File: config.mk
export PLATFORM = sky130hd
export DESIGN_NAME = dacwr_ctrl
export DESIGN_NICKNAME = d
export VERILOG_FILES = /design/src/rtl/dacwr_pkg.sv /design/src/rtl/dacwr_timer.sv /design/src/rtl/dacwr_shifter.sv /design/src/rtl/dacwr_ctrl.sv
export SDC_FILE = /design/constraint.sdc
export NUM_CORES = 1
export LEC_CHECK = 0
export ABC_CLOCK_PERIOD_IN_PS = 2100
export BUFFER_PORTS_ARGS = -buffer_cell sky130_fd_sc_hd__buf_2
export CORE_MARGIN = 3
export CORE_UTILIZATION = 50
export DETAILED_ROUTE_END_ITERATION = 10
export PLACE_DENSITY = 0.76
export SYNTH_ARGS = -nofsm -noshare
export SYNTH_HDL_FRONTEND = slang
export SYNTH_HIERARCHICAL = 1
export SYNTH_SLANG_ARGS = --single-unit
File: constraint.sdc
create_clock -name clk -period 2.1 [get_ports clk]
set_input_delay 0.21 -clock clk [delete_from_list [all_inputs] [get_ports clk]]
set_output_delay 0.21 -clock clk [all_outputs]
set_load 0.01 [all_outputs]
File: src/rtl/dacwr_pkg.sv
package dacwr_pkg;

    typedef enum logic [2:0] {
        ST_IDLE,
        ST_SETUP,
        ST_HIGH,
        ST_LOW,
        ST_TAIL,
        ST_PRELD,
        ST_LOAD,
        ST_GAP
    } dacwr_st_e;

    // nanoseconds to whole clock cycles, rounded up
    function automatic int ns2cyc(input int ns, input int mhz);
        return (ns * mhz + 999) / 1000;
    endfunction

    function automatic int imax(input int a, input int b);
        return (a > b) ? a : b;
    endfunction

endpackage

File: src/rtl/dacwr_timer.sv
module dacwr_timer #(
    parameter int W = 4
) (
    input  logic         clk,
    input  logic         rst_n,
    input  logic         load,
    input  logic [W-1:0] val,
    output logic         zero
);
    logic [W-1:0] cnt_d, cnt_q;

    always_comb begin
        cnt_d = cnt_q;
        if (load)
            cnt_d = val;
        else if (cnt_q != '0)
            cnt_d = cnt_q - 1'b1;
    end

    always_ff @(posedge clk or negedge rst_n) begin
        if (!rst_n) cnt_q <= '0;
        else        cnt_q <= cnt_d;
    end

    assign zero = (cnt_q == '0);
endmodule

File: src/rtl/dacwr_shifter.sv
module dacwr_shifter #(
    parameter int N = 14
) (
    input  logic         clk,
    input  logic         rst_n,
    input  logic         load,
    input  logic [N-1:0] din,
    input  logic         shift,
    output logic         msb
);
    logic [N-1:0] sh_d, sh_q;

    always_comb begin
        sh_d = sh_q;
        if (load)
            sh_d = din;
        else if (shift)
            sh_d = {sh_q[N-2:0], 1'b0};
    end

    always_ff @(posedge clk or negedge rst_n) begin
        if (!rst_n) sh_q <= '0;
        else        sh_q <= sh_d;
    end

    assign msb = sh_q[N-1];
endmodule

File: src/rtl/dacwr_ctrl.sv
module dacwr_ctrl
    import dacwr_pkg::*;
#(
    parameter int CLK_MHZ       = 100,
    parameter int CODE_W        = 14,
    parameter int SCLK_HALF_CYC = 2,
    parameter int T_CSSU_NS     = 15,
    parameter int T_PHASE_NS    = 20,
    parameter int T_CSHOLD_NS   = 20,
    parameter int T_CSGAP_NS    = 30,
    parameter int T_LDSU_NS     = 30,
    parameter int T_LDW_NS      = 30
) (
    input  logic              clk,
    input  logic              rst_n,
    input  logic              req_valid,
    input  logic [CODE_W-1:0] req_code,
    input  logic              pulse_load,
    output logic              req_ready,
    output logic              cs_n,
    output logic              sclk,
    output logic              sdo,
    output logic              ldac_n,
    output logic              done,
    output logic [CODE_W-1:0] shadow_code
);
    localparam int HALF_C = imax(imax(SCLK_HALF_CYC, ns2cyc(T_PHASE_NS, CLK_MHZ)), 1);
    localparam int SU_C   = imax(ns2cyc(T_CSSU_NS, CLK_MHZ), HALF_C);
    localparam int TAIL_C = imax(ns2cyc(T_CSHOLD_NS, CLK_MHZ), 1);
    localparam int GAP_C  = imax(ns2cyc(T_CSGAP_NS, CLK_MHZ), 1);
    localparam int PRE_C  = imax(ns2cyc(T_LDSU_NS, CLK_MHZ), 1);
    // strobe width also tops up the select-high gap when the delay alone is short
    localparam int LDW_C  = imax(imax(ns2cyc(T_LDW_NS, CLK_MHZ), GAP_C - PRE_C), 1);
    localparam int MAXC   = imax(imax(imax(HALF_C, SU_C), imax(TAIL_C, GAP_C)), imax(PRE_C, LDW_C));
    localparam int TW     = $clog2(MAXC + 1);
    localparam int BW     = $clog2(CODE_W + 1);

    typedef struct packed {
        dacwr_st_e         st;
        logic              cs_n;
        logic              sclk;
        logic              ldac_n;
        logic              done;
        logic              pulse;
        logic [BW-1:0]     bits;
        logic [CODE_W-1:0] code;
        logic [CODE_W-1:0] shadow;
    } ctrl_t;

    ctrl_t r_d, r_q;

    logic          tmr_ld, tmr_zero;
    logic [TW-1:0] tmr_val;
    logic          sh_ld, sh_sh;

    dacwr_timer #(.W(TW)) u_timer (
        .clk   (clk),
        .rst_n (rst_n),
        .load  (tmr_ld),
        .val   (tmr_val),
        .zero  (tmr_zero)
    );

    dacwr_shifter #(.N(CODE_W)) u_shift (
        .clk   (clk),
        .rst_n (rst_n),
        .load  (sh_ld),
        .din   (req_code),
        .shift (sh_sh),
        .msb   (sdo)
    );

    always_comb begin
        r_d     = r_q;
        r_d.done = 1'b0;
        tmr_ld  = 1'b0;
        tmr_val = '0;
        sh_ld   = 1'b0;
        sh_sh   = 1'b0;
        unique case (r_q.st)
            ST_IDLE: begin
                if (req_valid) begin
                    sh_ld      = 1'b1;
                    r_d.cs_n   = 1'b0;
                    r_d.pulse  = pulse_load;
                    r_d.ldac_n = pulse_load;
                    r_d.code   = req_code;
                    r_d.bits   = BW'(CODE_W - 1);
                    tmr_ld     = 1'b1;
                    tmr_val    = TW'(SU_C - 1);
                    r_d.st     = ST_SETUP;
                end
            end
            ST_SETUP, ST_LOW: begin
                if (tmr_zero) begin
                    r_d.sclk = 1'b1;
                    tmr_ld   = 1'b1;
                    tmr_val  = TW'(HALF_C - 1);
                    r_d.st   = ST_HIGH;
                end
            end
            ST_HIGH: begin
                if (tmr_zero) begin
                    r_d.sclk = 1'b0;
                    tmr_ld   = 1'b1;
                    if (r_q.bits != '0) begin
                        r_d.bits = r_q.bits - 1'b1;
                        sh_sh    = 1'b1;
                        tmr_val  = TW'(HALF_C - 1);
                        r_d.st   = ST_LOW;
                    end else begin
                        tmr_val  = TW'(TAIL_C - 1);
                        r_d.st   = ST_TAIL;
                    end
                end
            end
            ST_TAIL: begin
                if (tmr_zero) begin
                    r_d.cs_n = 1'b1;
                    tmr_ld   = 1'b1;
                    if (r_q.pulse) begin
                        tmr_val = TW'(PRE_C - 1);
                        r_d.st  = ST_PRELD;
                    end else begin
                        tmr_val = TW'(GAP_C - 1);
                        r_d.st  = ST_GAP;
                    end
                end
            end
            ST_PRELD: begin
                if (tmr_zero) begin
                    r_d.ldac_n = 1'b0;
                    tmr_ld     = 1'b1;
                    tmr_val    = TW'(LDW_C - 1);
                    r_d.st     = ST_LOAD;
                end
            end
            ST_LOAD, ST_GAP: begin
                if (tmr_zero) begin
                    if (r_q.st == ST_LOAD) r_d.ldac_n = 1'b1;
                    r_d.done   = 1'b1;
                    r_d.shadow = r_q.code;
                    r_d.st     = ST_IDLE;
                end
            end
            default: r_d.st = ST_IDLE;
        endcase
    end

    always_ff @(posedge clk or negedge rst_n) begin
        if (!rst_n) begin
            r_q.st     <= ST_IDLE;
            r_q.cs_n   <= 1'b1;
            r_q.sclk   <= 1'b0;
            r_q.ldac_n <= 1'b1;
            r_q.done   <= 1'b0;
            r_q.pulse  <= 1'b1;
            r_q.bits   <= '0;
            r_q.code   <= '0;
            r_q.shadow <= '0;
        end else begin
            r_q <= r_d;
        end
    end

    assign req_ready   = (r_q.st == ST_IDLE);
    assign cs_n        = r_q.cs_n;
    assign sclk        = r_q.sclk;
    assign ldac_n      = r_q.ldac_n;
    assign done        = r_q.done;
    assign shadow_code = r_q.shadow;
endmodule

==> qor.log, run 1 <==
[routing] detailed-route DRC error count 0
[worst_setup_path] worst setup path endpoint u_shift/sh_q[12]
[floorplan] number of top-level pins 38
[worst_setup_path] Register-to-Register Setup Slack 150 ps
[routing] count of TritonRoute iterations in the first routing pass 4
[logic_synthesis] count of cell types in the netlist 40
[worst_setup_path] kind of critical path reg -> reg
[final_layout] fraction of layout cells with a size suffix above 1 0.365
[final_layout] area growth from synthesis to layout 9.73%
[final_layout] final design utilization 0.590
[flow_run] max-cap viol count 0
[clocking] cts bufs inserted 5
[routing] Avg WL per Cell 14.3 um
[logic_synthesis] Synth Net Count 240
[global_routing] via count of the first global-routing pass 1,688
[logic_synthesis] synthesized netlist cell count 220
[worst_setup_path] Worst Setup SP r_q[29]
[pwr] cell area power density 1230 nW/um2
[sta] unrepaired setup endpoints after global routing false
[final_layout] filler cell count 421
[worst_setup_path] endpoint type of the worst setup path register
[final_layout] number of inserted diodes 0
[floorplan] initial cell density of the core 0.537
[logic_synthesis] share of synthesized registers carrying an async set or reset 1.00
[final_layout] final net count 268
[pwr] leakage 1.35 nW
[global_routing] pin count of the biggest net entering global routing 57
[floorplan] total die area 6150 um2
[worst_setup_path] startpoint class of the critical path register
[sta] fmax 513 MHz
[sta] transition time of the tightest slew-check pin 685 ps
[global_routing] Overall Global Routing Usage 0.160
[worst_setup_path] endpoint of the worst-slack reg-to-reg timing path u_shift/sh_q[12]
[logic_synthesis] count of yosys warnings during synthesis 6
[clocking] Skew-Pair Late Insertion Delay 300 ps
[clocking] clock root buffer sky130_fd_sc_hd__clkbuf_8
[worst_setup_path] signal arrival time at the worst endpoint 2160 ps
[placed_design] placed insts 308
[logic_synthesis] number of enable flip-flop cells after synthesis 0
[worst_setup_path] crit path max fanout 14
[routing] per-cell via count in the routed design 5.30
[pwr] maximum vdd drop 0.566 mV
[placed_design] placer congestion estimate 0.792
[clocking] clock slew at the register clock pins of the worst setup and hold paths 90 ps
[floorplan] area of the core 4880 um2
[sta] portion of the clock cycle consumed by the worst path in the final layout 0.928
[placed_design] hpwl dp 3140 um
[sta] count of final setup violators 0
[worst_setup_path] Reg2Reg Depth 6
[worst_setup_path] source of the worst register-to-register timing path r_q[29]
[global_routing] antenna violations before repair 0
[routing] via count 1,675
[clocking] largest buffer count on any clock path 2
[outcome] status finished clean
[floorplan] Die Span X 78.4 um
[final_layout] non-filler instance count after layout 316
[global_routing] GR Overflow Total 0
[floorplan] Die Y 78.4 um
[sta] max-slew violation count 0
[clocking] sinks on the clock net 56
[logic_synthesis] sequential fraction of the synthesis area 0.536
[sta] number of hold-slack violations in the final timing report 0
[floorplan] count of standard-cell rows 25
[global_routing] global-route wire length before repair 7730 um
[placed_design] count of buffers from port buffering 37
[sta] crit path time final 1950 ps
[logic_synthesis] #FFs+latches synth 56
[worst_setup_path] required time of the critical path 2310 ps
[pwr] total power draw 0.00354 W
[clocking] CTS H-tree depth 2
[routing] Post-DRT Antenna Nets 0
[min_path] class of the tightest hold or removal check in -> async
[logic_synthesis] Post-Syn Area per Cell 11.9 um2
[routing] overall routed net length 4520 um
[logic_synthesis] Mapped Area 2620 um2
[clocking] clock tree from TritonCTS built
[clocking] hold_buf cts 0
[logic_synthesis] predominant post-synthesis flop cell sky130_fd_sc_hd__dfrtp_1
[sta] worst setup skew after layout 3.40 ps
[sta] worst rel slew slack 0.543
[routing] Detailed Route Iter0 Violations 84
## metrics by stage
| step | setup TNS [ps] | hold WS [ps] | setup WS [ps] | instance area [um2] |
|---|---|---|---|---|
| floorplan | 0 | -85.6 | 230 | 2620 |
| global placement | 0 | 388 | 60.3 | 2780 |
| detailed placement | -50.1 | 386 | -33.8 | 2780 |
| CTS | 0 | 51.1 | 153 | 2880 |
| global route | 0 | 65.8 | 54.9 | 2880 |
| finish | 0 | 25.2 | 152 | 2880 |
## synth_stat cells (all sizes together), types with 2 or more instances
| cell type | n | area share |
|---|---|---|
| mux2 | 28 | 0.12 |
| nand2 | 21 | 0.030 |
| dfrtp | 53 | 0.51 |
| buf | 24 | 0.072 |
| nor3 | 2 | 0.0038 |
| nor4b | 2 | 0.012 |
| xor2 | 2 | 0.0067 |
| inv | 8 | 0.011 |
| a21oi | 7 | 0.015 |
| dfstp | 3 | 0.030 |
| mux2i | 15 | 0.057 |
| a211oi | 2 | 0.0057 |
| ha | 2 | 0.0095 |
| nand2b | 2 | 0.0048 |
| clkbuf | 2 | 0.0029 |
| o21ai | 22 | 0.042 |
| nor2 | 6 | 0.0086 |
| o22ai | 2 | 0.0048 |
| o31a | 2 | 0.0067 |
## what timing repair did
action / CTS / global route
setup buffers: 0 / 0
setup endpoints to repair: 4 / 0
gates resized for setup: 1 / 0
## logic make-up after synthesis
family                     count (synthesis)  synth area share
DFF                                       56             0.536
adders and majority gates                  2           0.00954
xor gates and xnor gates                   2           0.00668
muxes                                     43             0.177
AOI/OAI and AO/OA                         43            0.0992
and+or+nand+nor                           40            0.0849
buffers and inverters                     34            0.0864
## cell usage in the layout (no fill, tap or decap), drive strengths merged
cell type,n
dfrtp,53
buf,47
mux2,28
o21ai,22
nand2,21
mux2i,15
inv,8
a21oi,7
clkbuf,7
nor2,6
dfstp,3
nor3,2
nand2b,2
o22ai,2
a211oi,2
o31a,2
xor2,2
ha,2
nor4b,2
nand3,1
a21boi,1
or3b,1
nor3b,1
and3,1
a32oi,1
a22o,1
a22oi,1
o31ai,1
o32a,1
a211o,1
nor4,1
a21o,1
clkinvlp,1
and2,1
or2b,1
## state kept, by name (all words and copies together), names as in the netlist
signal         cells
cs_n               1
done               1
ldac_n             1
r_q               22
sclk               1
shadow_code       14
u_shift/sh_q      14
u_timer/cnt_q      2
## critical path, stage by stage, from the launching register on
cell and delay [ps]:
sky130_fd_sc_hd__dfrtp_1 410, sky130_fd_sc_hd__inv_1 110, sky130_fd_sc_hd__ha_1 190, sky130_fd_sc_hd__or3b_4 420
sky130_fd_sc_hd__and3_2 370, sky130_fd_sc_hd__mux2i_1 170, sky130_fd_sc_hd__o21ai_0 190
## worst min path at each step
stage,startpoint,endpoint,cells after the start
6_report,rst_n,shadow_code[13],2
5_1_grt,rst_n,shadow_code[13],2
4_1_cts,rst_n,shadow_code[0],2
3_5_place_dp,rst_n,shadow_code[13],2
3_3_place_gp,rst_n,shadow_code[13],2
2_1_floorplan,rst_n,done,0
## layout make-up
cell class / instances / area [um2] / area share
inverter: 8 / 30.0 / 0.0104
sequential: 56 / 1410 / 0.488
multi-input combinational: 130 / 992 / 0.345
clock inverter: 1 / 7.51 / 0.00261
tap: 67 / 83.8 / 0.0291
timing repair buffer: 47 / 273 / 0.0948
clock buffer: 7 / 86.3 / 0.0300
## power by group
| part | internal, W | leakage (nW) | switching [W] |
|---|---|---|---|
| clock network | 0.000269 | 0.0445 | 0.000331 |
| registers | 0.00145 | 0.693 | 0.000202 |
| logic | 0.000613 | 0.612 | 0.000666 |
## layer usage
layer / vias up / share of wire / global-route usage
met5: - / 0 / 0
li1: 807 / - / -
met1: 822 / 0.46 / 0.210
met3: 6 / 0.049 / 0.0390
met2: 40 / 0.47 / 0.253
met4: 0 / 0.015 / 0.0717
No activity file was read; power rests on OpenSTA's default activity.
==> run 2, diff against run 1 <==
--- a/config.mk
+++ b/config.mk
@@ -8,9 +8,10 @@
 export ABC_CLOCK_PERIOD_IN_PS = 2100
 export BUFFER_PORTS_ARGS = -buffer_cell sky130_fd_sc_hd__buf_2
 export CORE_MARGIN = 3
-export CORE_UTILIZATION = 50
+export CORE_UTILIZATION = 35
 export DETAILED_ROUTE_END_ITERATION = 10
-export PLACE_DENSITY = 0.76
+export GPL_TIMING_DRIVEN = 0
+export PLACE_DENSITY_LB_ADDON = 0.15
 export SYNTH_ARGS = -nofsm -noshare
 export SYNTH_HDL_FRONTEND = slang
 export SYNTH_HIERARCHICAL = 1
==> qor.log, run 2 (synthesized netlist as in run 1, its figures left out) <==
[worst_setup_path] Reg2Reg Depth 8
[clocking] CTS H-tree depth 2
[pwr] cell area power density 1170 nW/um2
[min_path] count of cells along the worst hold path 3
[worst_setup_path] Register-to-Register Setup Slack 120 ps
[clocking] Skew-Pair Late Insertion Delay 310 ps
[clocking] clock root buffer sky130_fd_sc_hd__clkbuf_8
[sta] fmax 505 MHz
[clocking] largest buffer count on any clock path 2
[worst_setup_path] required time of the critical path 2310 ps
[final_layout] most frequent standard cell in the layout excluding fill and tap cells sky130_fd_sc_hd__dfrtp_1
[sta] portion of the clock cycle consumed by the worst path in the final layout 0.943
[sta] count of final setup violators 0
[clocking] count of buffers added by post-CTS timing repair for setup 0
[sta] total negative slack 0 ps
[outcome] status finished clean
[final_layout] non-filler instance count after layout 362
[worst_setup_path] Max stage delay cell, worst path sky130_fd_sc_hd__or3b_4
[worst_setup_path] endpoint type of the worst setup path register
[final_layout] final net count 285
[global_routing] GR Overflow Total 0
[pwr] maximum vdd drop 0.445 mV
[placed_design] Worst Setup Slack post-DPL -91.4 ps
[placed_design] cell area reported after detailed placement 2930 um2
[floorplan] Die Y 92.6 um
[routing] overall routed net length 4810 um
[worst_setup_path] largest incremental delay on the critical path 430 ps
[routing] via count 1,689
[sta] number of hold-slack violations in the final timing report 0
[worst_setup_path] source of the worst register-to-register timing path r_q[28]
[sta] PnR worst setup slack 120 ps
[global_routing] via count of the first global-routing pass 1,602
[sta] crit path time final 1980 ps
[final_layout] area growth from synthesis to layout 15.9%
[global_routing] Overall Global Routing Usage 0.121
[min_path] class of the tightest hold or removal check in -> reg
[placed_design] placer congestion estimate 0.759
[final_layout] flip-flop count of the largest register, all copies and words added 22
[worst_setup_path] endpoint of the worst-slack reg-to-reg timing path u_shift/sh_q[5]
[sta] unrepaired setup endpoints after global routing false
[placed_design] placed insts 353
[routing] per-cell via count in the routed design 4.67
[min_path] hold-critical path endpoint u_shift/sh_q[9]
[worst_setup_path] signal arrival time at the worst endpoint 2190 ps
[global_routing] antenna violations before repair 0
[min_path] origin of the worst min-delay path req_code[9]
[worst_setup_path] kind of critical path reg -> reg
[floorplan] total die area 8570 um2
[clocking] clock tree from TritonCTS built
[routing] Detailed Route Iter0 Violations 65
[sta] worst setup skew after layout 7.57 ps
[routing] Post-DRT Antenna Nets 0
[routing] count of TritonRoute iterations in the first routing pass 4
[global_routing] global-route wire length before repair 8140 um
[pwr] leakage 1.44 nW
[clocking] clock slew at the register clock pins of the worst setup and hold paths 100 ps
[final_layout] register bank with the most flops r_q
[worst_setup_path] crit path max fanout 10
[placed_design] count of buffers from port buffering 37
[worst_setup_path] startpoint class of the critical path register
[final_layout] final instance area 3040 um2
[clocking] cts bufs inserted 5
[floorplan] area of the core 7020 um2
[floorplan] count of standard-cell rows 30
[placed_design] hpwl dp 3310 um
[final_layout] top library cells by usage in the layout, fill and taps aside sky130_fd_sc_hd__dfrtp_1 (53), sky130_fd_sc_hd__buf_2 (42), sky130_fd_sc_hd__mux2_2 (28)
[sta] transition time of the tightest slew-check pin 702 ps
[sta] worst rel slew slack 0.532
[worst_setup_path] cell chain of the critical path inv_1 > ha_1 > or3b_4 > and3_1 > buf_6 > buf_12 > mux2i_1 > o21ai_1
[routing] Avg WL per Cell 13.3 um
[sta] max-slew violation count 0
[final_layout] fraction of layout cells with a size suffix above 1 0.406
[clocking] sinks on the clock net 56
[routing] detailed-route DRC error count 0
[final_layout] number of inserted diodes 0
[floorplan] number of top-level pins 38
[floorplan] initial cell density of the core 0.374
[floorplan] Die Span X 92.6 um
[global_routing] pin count of the biggest net entering global routing 57
[flow_run] max-cap viol count 0
[run 2: cell type report]
cell class / instances / area [um2]
sequential: 56 / 1410
inverter: 8 / 30.0
timing repair buffer: 38 / 198
fill: 699 / 3980
tap: 96 / 120
clock buffer: 5 / 68.8
clock inverter: 3 / 21.3
multi-input combinational: 130 / 1000
buffer: 26 / 198
[run 2: metrics by stage]
stage / hold slack, ps / util / total power (W)
2_1_floorplan: -85.6 / - / 0.00263
3_3_place_gp: 445 / 0.417 / 0.00294
3_5_place_dp: 445 / 0.417 / 0.00296
4_1_cts: 113 / 0.430 / 0.00357
5_1_grt: 121 / 0.433 / 0.00384
6_report: 118 / 0.433 / 0.00355
[run 2: worst max-delay path by stage]
stage / start / end / slack [ps] / cells after the start
3_3_place_gp: u_timer/cnt_q[0] / u_timer/cnt_q[1] / -130 / 8
5_1_grt: r_q[28] / u_shift/sh_q[4] / 9 / 8
6_report: r_q[28] / u_shift/sh_q[5] / 120 / 8
3_5_place_dp: u_timer/cnt_q[0] / u_timer/cnt_q[1] / -90 / 8
4_1_cts: u_timer/cnt_q[0] / u_timer/cnt_q[1] / 20 / 8
2_1_floorplan: u_timer/cnt_q[0] / u_timer/cnt_q[1] / 230 / 8
[run 2: repair_timing]
action,4_1_cts,5_1_grt
hold endpoints to repair,0,15
gates resized for setup,1,2
setup endpoints to repair,5,1
pin swaps,0,0
hold buffers,0,1
[run 2: routing by layer]
metal / share of wire / vias up / GRT usage
li1: - / 841 / -
met1: 0.50 / 815 / 0.171
met2: 0.44 / 28 / 0.179
met3: 0.045 / 5 / 0.0325
met4: 0.012 / 0 / 0.0371
met5: 0 / - / 0
[run 2: critical path, delay by kind of cell (launching register included)]
kind                     cells  cell delay, ps
buffers and inverters        3             380
flip-flops                   1             420
AO/OA/AOI/OAI                1              70
AND/OR/NAND/NOR              2             620
adder cells (fa/ha/maj)      1             200
multiplexers                 1             170
[run 2: power by group]
part / internal [W] / switching (W) / total [W]
logic: 0.000627 / 0.000661 / 0.00129
clock network: 0.000238 / 0.000366 / 0.000603
registers: 0.00145 / 0.000206 / 0.00166
total: 0.00232 / 0.00123 / 0.00355
==> run 3, diff against run 2 <==
--- a/config.mk
+++ b/config.mk
@@ -14,5 +14,4 @@
 export PLACE_DENSITY_LB_ADDON = 0.15
 export SYNTH_ARGS = -nofsm -noshare
 export SYNTH_HDL_FRONTEND = slang
-export SYNTH_HIERARCHICAL = 1
 export SYNTH_SLANG_ARGS = --single-unit
==> qor.log, run 3 <==
[outcome] status complete, but fails checks
[outcome] violations in the final reports negative hold slack
[logic_synthesis] Post-Syn Area per Cell 10.5 um2
[floorplan] Die Y 92.5 um
[clocking] largest buffer count on any clock path 2
[global_routing] via count of the first global-routing pass 1,856
[sta] unrepaired setup endpoints after global routing false
[logic_synthesis] largest area contributor in the synthesized netlist sky130_fd_sc_hd__dfrtp_1
[routing] Post-DRT Antenna Nets 0
[logic_synthesis] list of most frequent post-synthesis cells sky130_fd_sc_hd__nand2_1 (61), sky130_fd_sc_hd__dfrtp_1 (53), sky130_fd_sc_hd__buf_4 (16)
[min_path] class of the tightest hold or removal check in -> async
[final_layout] fraction of layout cells with a size suffix above 1 0.327
[logic_synthesis] portion of synthesized cell area occupied by the leading cell type 0.506
[logic_synthesis] count of yosys warnings during synthesis 0
[pwr] Clock power frac 0.178
[floorplan] count of standard-cell rows 30
[global_routing] pin count of the biggest net entering global routing 57
[clocking] clock root buffer sky130_fd_sc_hd__clkbuf_8
[sta] transition time of the tightest slew-check pin 724 ps
[routing] Avg WL per Cell 13.8 um
[placed_design] Worst Setup Slack post-DPL 164 ps
[floorplan] total die area 8560 um2
[placed_design] placer congestion estimate 0.767
[logic_synthesis] Synth Net Count 269
[global_routing] global-route wire length before repair 9290 um
[logic_synthesis] Mapped Area 2620 um2
[logic_synthesis] number of enable flip-flop cells after synthesis 0
[clocking] hold_buf cts 0
[routing] total length of routed met2 wires 2440 um
[sta] crit path time final 1890 ps
[pwr] maximum vdd drop 0.598 mV
[worst_setup_path] kind of critical path reg -> reg
[logic_synthesis] sequential fraction of the synthesis area 0.536
[logic_synthesis] #FFs+latches synth 56
[placed_design] hpwl dp 3620 um
[pwr] logic gate share of total power 0.326
[placed_design] placed insts 382
[worst_setup_path] largest incremental delay on the critical path 400 ps
[sta] count of final setup violators 0
[logic_synthesis] share of synthesized registers carrying an async set or reset 1.00
[routing] top routing layer in use met4
[final_layout] most frequent standard cell in the layout excluding fill and tap cells sky130_fd_sc_hd__nand2_1
[clocking] count of buffers added by post-CTS timing repair for setup 0
[sta] minimum hold slack -39.1 ps
[clocking] CTS H-tree depth 2
[sta] PnR worst setup slack 210 ps
[global_routing] antenna violations before repair 0
[final_layout] top library cells by usage in the layout, fill and taps aside sky130_fd_sc_hd__nand2_1 (61), sky130_fd_sc_hd__dfrtp_1 (53), sky130_fd_sc_hd__buf_2 (41)
[pwr] Switching Power 0.00115 W
[worst_setup_path] signal arrival time at the worst endpoint 2090 ps
[floorplan] initial cell density of the core 0.373
[worst_setup_path] Worst Setup SP u_timer.cnt_q[0]
[clocking] sinks on the clock net 56
[sta] total negative slack 0 ps
[floorplan] Die Span X 92.5 um
[routing] via count 1,845
[pwr] Net Sw Frac 0.347
[routing] detailed-route DRC error count 0
[worst_setup_path] startpoint class of the critical path register
[clocking] Skew-Pair Late Insertion Delay 300 ps
[worst_setup_path] cell seen most often among critical-path stages sky130_fd_sc_hd__inv_1
[logic_synthesis] predominant post-synthesis flop cell sky130_fd_sc_hd__dfrtp_1
[routing] per-cell via count in the routed design 4.73
[final_layout] final design utilization 0.429
[clocking] clock slew at the register clock pins of the worst setup and hold paths 100 ps
[sta] max-slew violation count 0
[logic_synthesis] most numerous cell in the Yosys netlist sky130_fd_sc_hd__nand2_1
[final_layout] final net count 313
[routing] amount of wire on met3 after detailed routing 203 um
[sta] worst setup skew after layout 3.53 ps
[worst_setup_path] cell chain of the critical path inv_1 > ha_1 > nand3_1 > inv_1 > buf_2 > mux2_2
[final_layout] number of inserted diodes 0
[clocking] clock tree from TritonCTS built
[pwr] leakage 1.55 nW
[worst_setup_path] Max stage delay cell, worst path sky130_fd_sc_hd__dfrtp_1
[worst_setup_path] endpoint type of the worst setup path register
[final_layout] register bank with the most flops r_q
[worst_setup_path] source of the worst register-to-register timing path u_timer.cnt_q[0]
[final_layout] area growth from synthesis to layout 15.0%
[pwr] internal power 0.00216 W
[sta] portion of the clock cycle consumed by the worst path in the final layout 0.900
[routing] count of TritonRoute iterations in the first routing pass 4
[logic_synthesis] synthesized netlist cell count 249
[pwr] cell area power density 1100 nW/um2
[routing] detailed-routing wirelength on met1 2660 um
[worst_setup_path] cell type group with the largest total delay on the critical path buffers and inverters
[worst_setup_path] crit path max fanout 10
[worst_setup_path] CP bufs+invs 3
[sta] number of hold-slack violations in the final timing report 53
[pwr] portion of total power attributed to sequential cells 0.496
[floorplan] number of top-level pins 38
[logic_synthesis] Area contributors post-synth sky130_fd_sc_hd__dfrtp_1 (51%), sky130_fd_sc_hd__nand2_1 (8.7%), sky130_fd_sc_hd__mux2_2 (6.0%), sky130_fd_sc_hd__buf_4 (4.6%), sky130_fd_sc_hd__o211ai_2 (4.3%)
[routing] Detailed Route Iter0 Violations 61
[floorplan] area of the core 7020 um2
[final_layout] flip-flop count of the largest register, all copies and words added 22
[clocking] cts bufs inserted 5
[routing] overall routed net length 5370 um
[global_routing] GR Overflow Total 0
[worst_setup_path] required time of the critical path 2300 ps
[sta] worst rel slew slack 0.517
[clocking] Resize count post-CTS 0
[flow_run] max-cap viol count 0
[sta] fmax 529 MHz
[logic_synthesis] count of cell types in the netlist 40
[global_routing] Overall Global Routing Usage 0.135
[placed_design] count of buffers from port buffering 37
[final_layout] non-filler instance count after layout 390
[run 3: cell count changes in the layout (fill, tap and decap cells not counted), sizes merged, moves of 5 or more]
cell,previous run,this run
mux2,28,14
clkbuf,7,12
nand2,21,61
nand3,1,14
o211ai,0,14
mux2i,15,4
o21ai,22,6
[run 3: area by class of cell]
class                   count  area [um2]
plain buffers              31         214
clock buffers               7        76.3
clock inverters             1        8.76
fillers                   701        4010
inverters                   8        30.0
multi-input cells         154         972
flip-flops and latches     56        1410
well taps                  96         120
repair buffers             37         188
[run 3: cell families (layout without fill, tap and decap cells)]
logic type | Yosys count | after routing | synth area share
adder cells (fa/ha/maj) | 2 | 2 | 0.00955
AO/OA/AOI/OAI | 37 | 37 | 0.114
multiplexers | 18 | 18 | 0.0754
AND/OR/NAND/NOR | 96 | 96 | 0.169
XOR/XNOR | 1 | 1 | 0.00334
flip-flops | 56 | 56 | 0.536
buffers and inverters | 39 | 84 | 0.0931
[run 3: per-layer routing]
layer  vias to the layer above  GRT usage
li1                        920          -
met1                       891      0.187
met2                        29      0.215
met3                         5     0.0292
met4                         0     0.0371
met5                         -          0
[run 3: per-stage QoR]
step	power [W]	cell area, um2
after floorplan	0.00245	2620
after global placement	0.00272	2930
after detailed placement	0.00275	2930
after CTS	0.00335	3010
after global routing	0.00360	3010
final	0.00330	3010
[run 3: final timing paths]
kind | endpoint | slack [ps] | cells after the start
hold / removal | shadow_code[11] | -40 | 1
setup reg to reg | shadow_code[5] | 210 | 6
max in group asynchronous | u_shift.sh_q[3] | 1670 | 1
setup / recovery | shadow_code[5] | 210 | 6
min in group clk | r_q[32] | 110 | 3
hold reg to reg | r_q[32] | 470 | 2
[run 3: power groups by stage]
stage,Clock [W],Combinational (W),Sequential [W]
after floorplan,0,0.000817,0.00163
final,0.000588,0.00108,0.00164
after global placement,0,0.00107,0.00166
after global routing,0.000660,0.00125,0.00169
after detailed placement,0,0.00108,0.00166
after CTS,0.000619,0.00109,0.00164
